## config.mk

```make
export PLATFORM = sky130hd
export DESIGN_NAME = bsl_loader
export DESIGN_NICKNAME = d
export VERILOG_FILES = /design/src/rtl/bsl_pkg.sv /design/src/rtl/bsl_sclk_gen.sv /design/src/rtl/bsl_crc32.sv /design/src/rtl/bsl_loader.sv
export SDC_FILE = /design/constraint.sdc
export NUM_CORES = 1
export LEC_CHECK = 0
export CELL_PAD_IN_SITES_DETAIL_PLACEMENT = 1
export CELL_PAD_IN_SITES_GLOBAL_PLACEMENT = 1
export CORE_MARGIN = 5
export CORE_UTILIZATION = 49
export DETAILED_ROUTE_END_ITERATION = 8
export HOLD_SLACK_MARGIN = 0.05
export PLACE_DENSITY = 0.93
export SKIP_LAST_GASP = 1
export SYNTH_ARGS = -nofsm -noshare
export SYNTH_HDL_FRONTEND = slang
export SYNTH_HIERARCHICAL = 1
export SYNTH_SLANG_ARGS = --single-unit
```

## constraint.sdc

```tcl
create_clock -name clk -period 5 [get_ports clk]
set_clock_uncertainty 0.05 [all_clocks]
set_input_delay 1 -clock clk [delete_from_list [all_inputs] [get_ports clk]]
set_output_delay 1 -clock clk [all_outputs]
set_load 0.01 [all_outputs]
```

## src/rtl/bsl_pkg.sv

```systemverilog
`timescale 1ns/1ps
package bsl_pkg;

    typedef enum logic [2:0] {
        ST_IDLE,
        ST_HDR,
        ST_HUNT,
        ST_LEN,
        ST_PAY,
        ST_CRC,
        ST_STOP
    } ld_state_e;

    localparam logic [7:0]  OPC_READ  = 8'h03;
    localparam logic [7:0]  OPC_FAST  = 8'h0B;
    localparam logic [31:0] CRC_POLY  = 32'h04C1_1DB7;
    localparam logic [31:0] CRC_INIT  = 32'hFFFF_FFFF;
    localparam int          WORD_W    = 32;

    typedef struct packed {
        logic [7:0]  opc;
        logic [23:0] addr;
        logic [7:0]  pad;
    } hdr_t;

    function automatic logic [31:0] crc_bit(input logic [31:0] c, input logic b);
        return {c[30:0], 1'b0} ^ (((c[31] ^ b) == 1'b1) ? CRC_POLY : 32'h0);
    endfunction

    function automatic logic [5:0] hdr_bits(input logic fast);
        return fast ? 6'd40 : 6'd32;
    endfunction

endpackage

```

## src/rtl/bsl_sclk_gen.sv

```systemverilog
`timescale 1ns/1ps
module bsl_sclk_gen #(
    parameter int DIV = 4
) (
    input  logic clk,
    input  logic rst,
    input  logic run,
    output logic sclk,
    output logic rise_tk,
    output logic fall_tk
);
    localparam int HALF = DIV / 2;
    localparam int CW   = (HALF > 1) ? $clog2(HALF) : 1;

    logic [CW-1:0] cnt;
    logic          term;

    assign term    = run && (cnt == CW'(HALF - 1));
    assign rise_tk = term && !sclk;
    assign fall_tk = term && sclk;

    always_ff @(posedge clk) begin
        if (rst || !run) begin
            cnt  <= '0;
            sclk <= 1'b0;
        end else if (term) begin
            cnt  <= '0;
            sclk <= ~sclk;
        end else begin
            cnt  <= cnt + 1'b1;
        end
    end

    // a stopped generator leaves the clock low
    assert_sclk_stop_R2: assert property (@(posedge clk) disable iff (rst)
        !run |=> !sclk);

endmodule

```

## src/rtl/bsl_crc32.sv

```systemverilog
`timescale 1ns/1ps
module bsl_crc32 (
    input  logic        clk,
    input  logic        rst,
    input  logic        clr,
    input  logic        en,
    input  logic        bit_i,
    output logic [31:0] crc_o
);
    import bsl_pkg::*;

    always_ff @(posedge clk) begin
        if (rst || clr)
            crc_o <= CRC_INIT;
        else if (en)
            crc_o <= crc_bit(crc_o, bit_i);
    end

endmodule

```

## src/rtl/bsl_loader.sv

```systemverilog
`timescale 1ns/1ps
module bsl_loader #(
    parameter int          DIV       = 4,
    parameter logic [31:0] SYNC_WORD = 32'hAA99_5566
) (
    input  logic        clk,
    input  logic        rst,
    input  logic        start,
    input  logic        fast_sel,
    input  logic [23:0] boot_addr,
    input  logic        spi_miso,
    output logic        spi_csn,
    output logic        spi_sclk,
    output logic        spi_mosi,
    output logic [7:0]  pay_byte,
    output logic        pay_valid,
    output logic        done,
    output logic        error
);
    import bsl_pkg::*;

    localparam int HDR_W  = $bits(hdr_t);
    localparam int BIT_CW = $clog2(WORD_W);
    localparam logic [BIT_CW-1:0] LAST_BIT = BIT_CW'(WORD_W - 1);

    ld_state_e          state;
    logic [HDR_W-1:0]   hdr_sr;
    logic [5:0]         hdr_len;
    logic [5:0]         hdr_cnt;
    logic [WORD_W-1:0]  win;
    logic [WORD_W-1:0]  rx_next;
    logic [BIT_CW-1:0]  bit_cnt;
    logic [WORD_W-1:0]  words_left;
    logic [31:0]        crc_q;
    logic               rise_tk, fall_tk, run;
    hdr_t               hdr_new;

    assign run      = (state != ST_IDLE);
    assign rx_next  = {win[WORD_W-2:0], spi_miso};
    assign spi_mosi = hdr_sr[HDR_W-1];

    always_comb begin
        hdr_new.opc  = fast_sel ? OPC_FAST : OPC_READ;
        hdr_new.addr = boot_addr;
        hdr_new.pad  = 8'h00;
    end

    bsl_sclk_gen #(.DIV(DIV)) u_clk (
        .clk(clk), .rst(rst), .run(run),
        .sclk(spi_sclk), .rise_tk(rise_tk), .fall_tk(fall_tk)
    );

    bsl_crc32 u_crc (
        .clk(clk), .rst(rst),
        .clr(state == ST_IDLE && start),
        .en(state == ST_PAY && rise_tk),
        .bit_i(spi_miso),
        .crc_o(crc_q)
    );

    always_ff @(posedge clk) begin
        if (rst) begin
            state      <= ST_IDLE;
            hdr_sr     <= '0;
            hdr_len    <= 6'd32;
            hdr_cnt    <= '0;
            win        <= '0;
            bit_cnt    <= '0;
            words_left <= '0;
            spi_csn    <= 1'b1;
            pay_byte   <= '0;
            pay_valid  <= 1'b0;
            done       <= 1'b0;
            error      <= 1'b0;
        end else begin
            pay_valid <= 1'b0;
            if (state != ST_IDLE && fall_tk)
                hdr_sr <= {hdr_sr[HDR_W-2:0], 1'b0};
            if (rise_tk && state != ST_HDR && state != ST_STOP)
                win <= rx_next;
            unique case (state)
                ST_IDLE: if (start) begin
                    hdr_sr  <= hdr_new;
                    hdr_len <= hdr_bits(fast_sel);
                    hdr_cnt <= '0;
                    win     <= '0;
                    spi_csn <= 1'b0;
                    done    <= 1'b0;
                    error   <= 1'b0;
                    state   <= ST_HDR;
                end
                ST_HDR: if (rise_tk) begin
                    hdr_cnt <= hdr_cnt + 1'b1;
                    if (hdr_cnt == hdr_len - 6'd1)
                        state <= ST_HUNT;
                end
                ST_HUNT: if (rise_tk && rx_next == SYNC_WORD) begin
                    bit_cnt <= '0;
                    state   <= ST_LEN;
                end
                ST_LEN: if (rise_tk) begin
                    bit_cnt <= bit_cnt + 1'b1;
                    if (bit_cnt == LAST_BIT) begin
                        words_left <= rx_next;
                        state      <= (rx_next == '0) ? ST_CRC : ST_PAY;
                    end
                end
                ST_PAY: if (rise_tk) begin
                    bit_cnt <= bit_cnt + 1'b1;
                    if (bit_cnt[2:0] == 3'd7) begin
                        pay_byte  <= rx_next[7:0];
                        pay_valid <= 1'b1;
                    end
                    if (bit_cnt == LAST_BIT) begin
                        words_left <= words_left - 1'b1;
                        if (words_left == 1)
                            state <= ST_CRC;
                    end
                end
                ST_CRC: if (rise_tk) begin
                    bit_cnt <= bit_cnt + 1'b1;
                    if (bit_cnt == LAST_BIT) begin
                        done  <= (rx_next == crc_q);
                        error <= (rx_next != crc_q);
                        state <= ST_STOP;
                    end
                end
                ST_STOP: if (fall_tk) begin
                    spi_csn <= 1'b1;
                    state   <= ST_IDLE;
                end
                default: state <= ST_IDLE;
            endcase
        end
    end

    // serial clock idles low with chip select released
    assert_sclk_idle_R2: assert property (@(posedge clk) disable iff (rst)
        spi_csn |-> !spi_sclk);

    // MOSI holds while the serial clock stays high
    assert_mosi_hold_R3: assert property (@(posedge clk) disable iff (rst)
        (spi_sclk && $past(spi_sclk)) |-> $stable(spi_mosi));

    // payload strobes only inside a transfer
    assert_byte_in_xfer_R7: assert property (@(posedge clk) disable iff (rst)
        pay_valid |-> !spi_csn);

    // success and failure never together
    assert_flag_excl_R8: assert property (@(posedge clk) disable iff (rst)
        !(done && error));

    // a start during the header or data phases keeps the transfer running
    assert_start_ignored_R10: assert property (@(posedge clk) disable iff (rst)
        (start && state != ST_IDLE && state != ST_STOP) |=> !spi_csn);

endmodule

```

==> metrics <==
Max Clk Rate=slightly above 0.3 GHz; top post-synthesis cells by count=nand2_1, dfxtp_1, nor2_1; Synth Area in Compound Gates=0.175; Crit Path Category=register to register; Max Used Layer=met4; Final Power=0.00326 W; routed vias=a little over 7k; CTS Sinks=164; H-tree depth=4; Hold Vio Cnt, Final=0; Metal-1 WL=about 11 mm; Adder-Cell Fraction of Synth Area=0.00943; Syn Inst Count=roughly 960; max_slew headroom=0.196; Fin Setup TNS=0 ns; CP max stage delay=0.86 ns; GPL Wtd Cong=just under 0.9; layout cells sized above 1=0.0749; Register Area=3280 um^2; largest family of logic cells by synthesized area=simple AND/OR/NAND/NOR gates; vias in the first global route=approximately 7.5k; row count=between 40 and 50; post-synth cell types=70; #FFs+latches synth=roughly 160; Synth Area in Simple Gates=0.239; Area contributors post-synth=dfxtp_1, nand2_1, a21oi_1, mux2i_1, nor2_1; Ys Warns=6; Post-synth EDFFs=0; Post-CTS Setup Repair Bufs=0; P_leak=3.40 nW; CP Data Required Time=between 5 and 6 ns; Remaining DRCs=0; first-pass GRT wire length=around 40 mm; area of the core=between 15,000 and 20,000 um^2; Vias/cell=about 6; Resized cells post-CTS=0; PD cells=~360 nW/um^2; IO Count=43; xor-xnor portion of the synthesized cell area=0.0805; Mapped Nets=~990; Final min period=3.21 ns; GRT Util Overall=0.270; Setup-failing EPs final=0; post-route insts no fill=1,191; CP Cell Sequence=nor4_2 -> nand2_1 -> nor4_2 -> nand2_1 -> o311ai_0 -> o21ai_1; count leader, synth=nand2_1; ant diodes=0; CTS tree=yes; Synth top area share=0.412; Min-Delay Path Class=register to register; CP arrival=3.47 ns; Clock Latency Late Sink=between 0.4 and 0.5 ns; met3 WL=948 um; drt wl/cell=around 21 um; area leader, netlist=dfxtp_1; synthesis-to-finish area growth=13.7%; DIE AREA=about 19,000 um^2; Root Driver=clkbuf_16; sequential area share after synthesis=0.412; Final Core Density=0.570; clock transition at the registers of the reported paths=approximately 0.08 ns; Avg Inst Size Synth=between 8 and 9 um^2; Setup crit end kind=register; asr flop ratio synth=0; synthesized cell area=between 7000 and 8000 um^2; critical path's top delay family=simple AND/OR/NAND/NOR gates; Die Y=137 um; Routed WL=approximately 25 mm; grt ovf=0; peak supply drop=around 0.24 mV; DR pass1 iterations=5; Tcrit/Tclk final=0.643; met2 WL=roughly 12 mm; Initial Util=0.501; IO Port Bufs=42; worst slew pin tran=~1.2 ns; post-detailed-route count of antenna-violating nets=0; placed insts=between 1k and 1.5k; Crit Path Max Fanout=10; CTS max path bufs=2; # fillers=approximately 1.9k; final-report max-slew violation count=0; worst path bufs/invs=0; Synth Flop Type=dfxtp_1; status=finished clean; post-synthesis mux area share=0.0429; DP Wirelength=~16 mm; Hold-fix buffers, CTS=0; area occupied by multi-input gates=between 4000 and 5000 um^2; initial antenna violation count=0; Worst path slowest cell=nor4_2; largest net degree at the start of global routing=63; NumNets Final=between 900 and 1k; drt first-iter violations=712; maxcap violations=0; die width=between 100 and 150 um; CTS buffer count=17; unrepaired setup endpoints after global routing=no; startpoint types=register
-- kinds of logic after synthesis --
logic type / count (synthesis)
muxes: 34
DFF: 164
buffers and inverters: 77
adders and majority gates: 6
xor gates and xnor gates: 51
and+or+nand+nor: 416
AOI/OAI and AO/OA: 209
-- cell usage in the layout, fill, tap and decap left out, types with 3 or more instances in the layout --
cell type and n:
nor2_1 86, dfxtp_1 164, o31ai_1 4, xnor3_1 9, clkbuf_16 17, buf_4 12
inv_8 4, nand2b_1 18, a21oi_1 76, o41ai_1 4, nor4_1 23, a311oi_1 24
and3_1 6, a211oi_1 6, a22oi_1 5, a22o_1 4, a31oi_1 8, xnor3_4 4
and2_1 5, o22ai_1 7, nor4_2 3, or3_1 7, nor3_1 16, inv_6 4
o21ai_0 33, nand3_1 13, nand2_1 202, mux2i_1 33, clkinv_8 5, o211ai_2 8
o211ai_1 9, inv_1 7, ha_1 6, a32o_1 6, clkdlybuf4s50_1 41, xor2_1 36
nand4_1 13
-- path summary, 6_finish.rpt --
path | from | endpoint | slack [ns] | depth (start not counted)
max reg2reg | words_left[2] | words_left[28] | 1.79 | 6
min reg2reg | hdr_sr[2] | hdr_sr[3] | 0.42 | 2
min | hdr_sr[2] | hdr_sr[3] | 0.42 | 2
max | words_left[2] | words_left[28] | 1.79 | 6
-- cell type report --
cell class                 instances  area share
inverter                           9     0.00373
tap                              216      0.0299
timing repair buffer              54      0.0558
clock inverter                    15      0.0196
multi-input combinational        716       0.481
sequential                       164       0.363
clock buffer                      17      0.0470
-- routing by layer --
metal / GRT usage / vias up
li1: - / 3387
met1: 0.345 / 3636
met2: 0.459 / 186
met3: 0.0431 / 52
met4: 0.101 / 0
met5: 0 / -
-- state kept, by name, indices dropped and copies added, names as in the netlist --
signal and flops:
hdr_len 1, error 1, state 3, u_crc/crc_o 32, u_clk/cnt 1, u_clk/sclk 1, win 31, pay_valid 1
pay_byte 8, bit_cnt 5, spi_csn 1, hdr_cnt 6, done 1, words_left 32, hdr_sr 40
-- worst register-to-register path, cell delays in order (launching register included) --
cell	delay (ns)
dfxtp_1	0.38
nor4_2	0.72
nand2_1	0.33
nor4_2	0.86
nand2_1	0.24
o311ai_0	0.37
o21ai_1	0.13
-- report_power, final --
group	switching [W]	internal [W]
combinational	0.000314	0.000162
clock	0.000656	0.000677
sequential	0.0000688	0.00138
total	0.00104	0.00222
-- stage by stage --
step                      instance area [um^2]  setup slack, ns  hold slack [ns]
final                                     9050             1.79            0.417
after global routing                      9050             1.57            0.431
after CTS                                 9050             1.82            0.417
after detailed placement                  8450             1.62            0.399
after global placement                    8450             1.68            0.392
after floorplan                           7960             2.53            0.377
(Power assumes the default switching activity.)
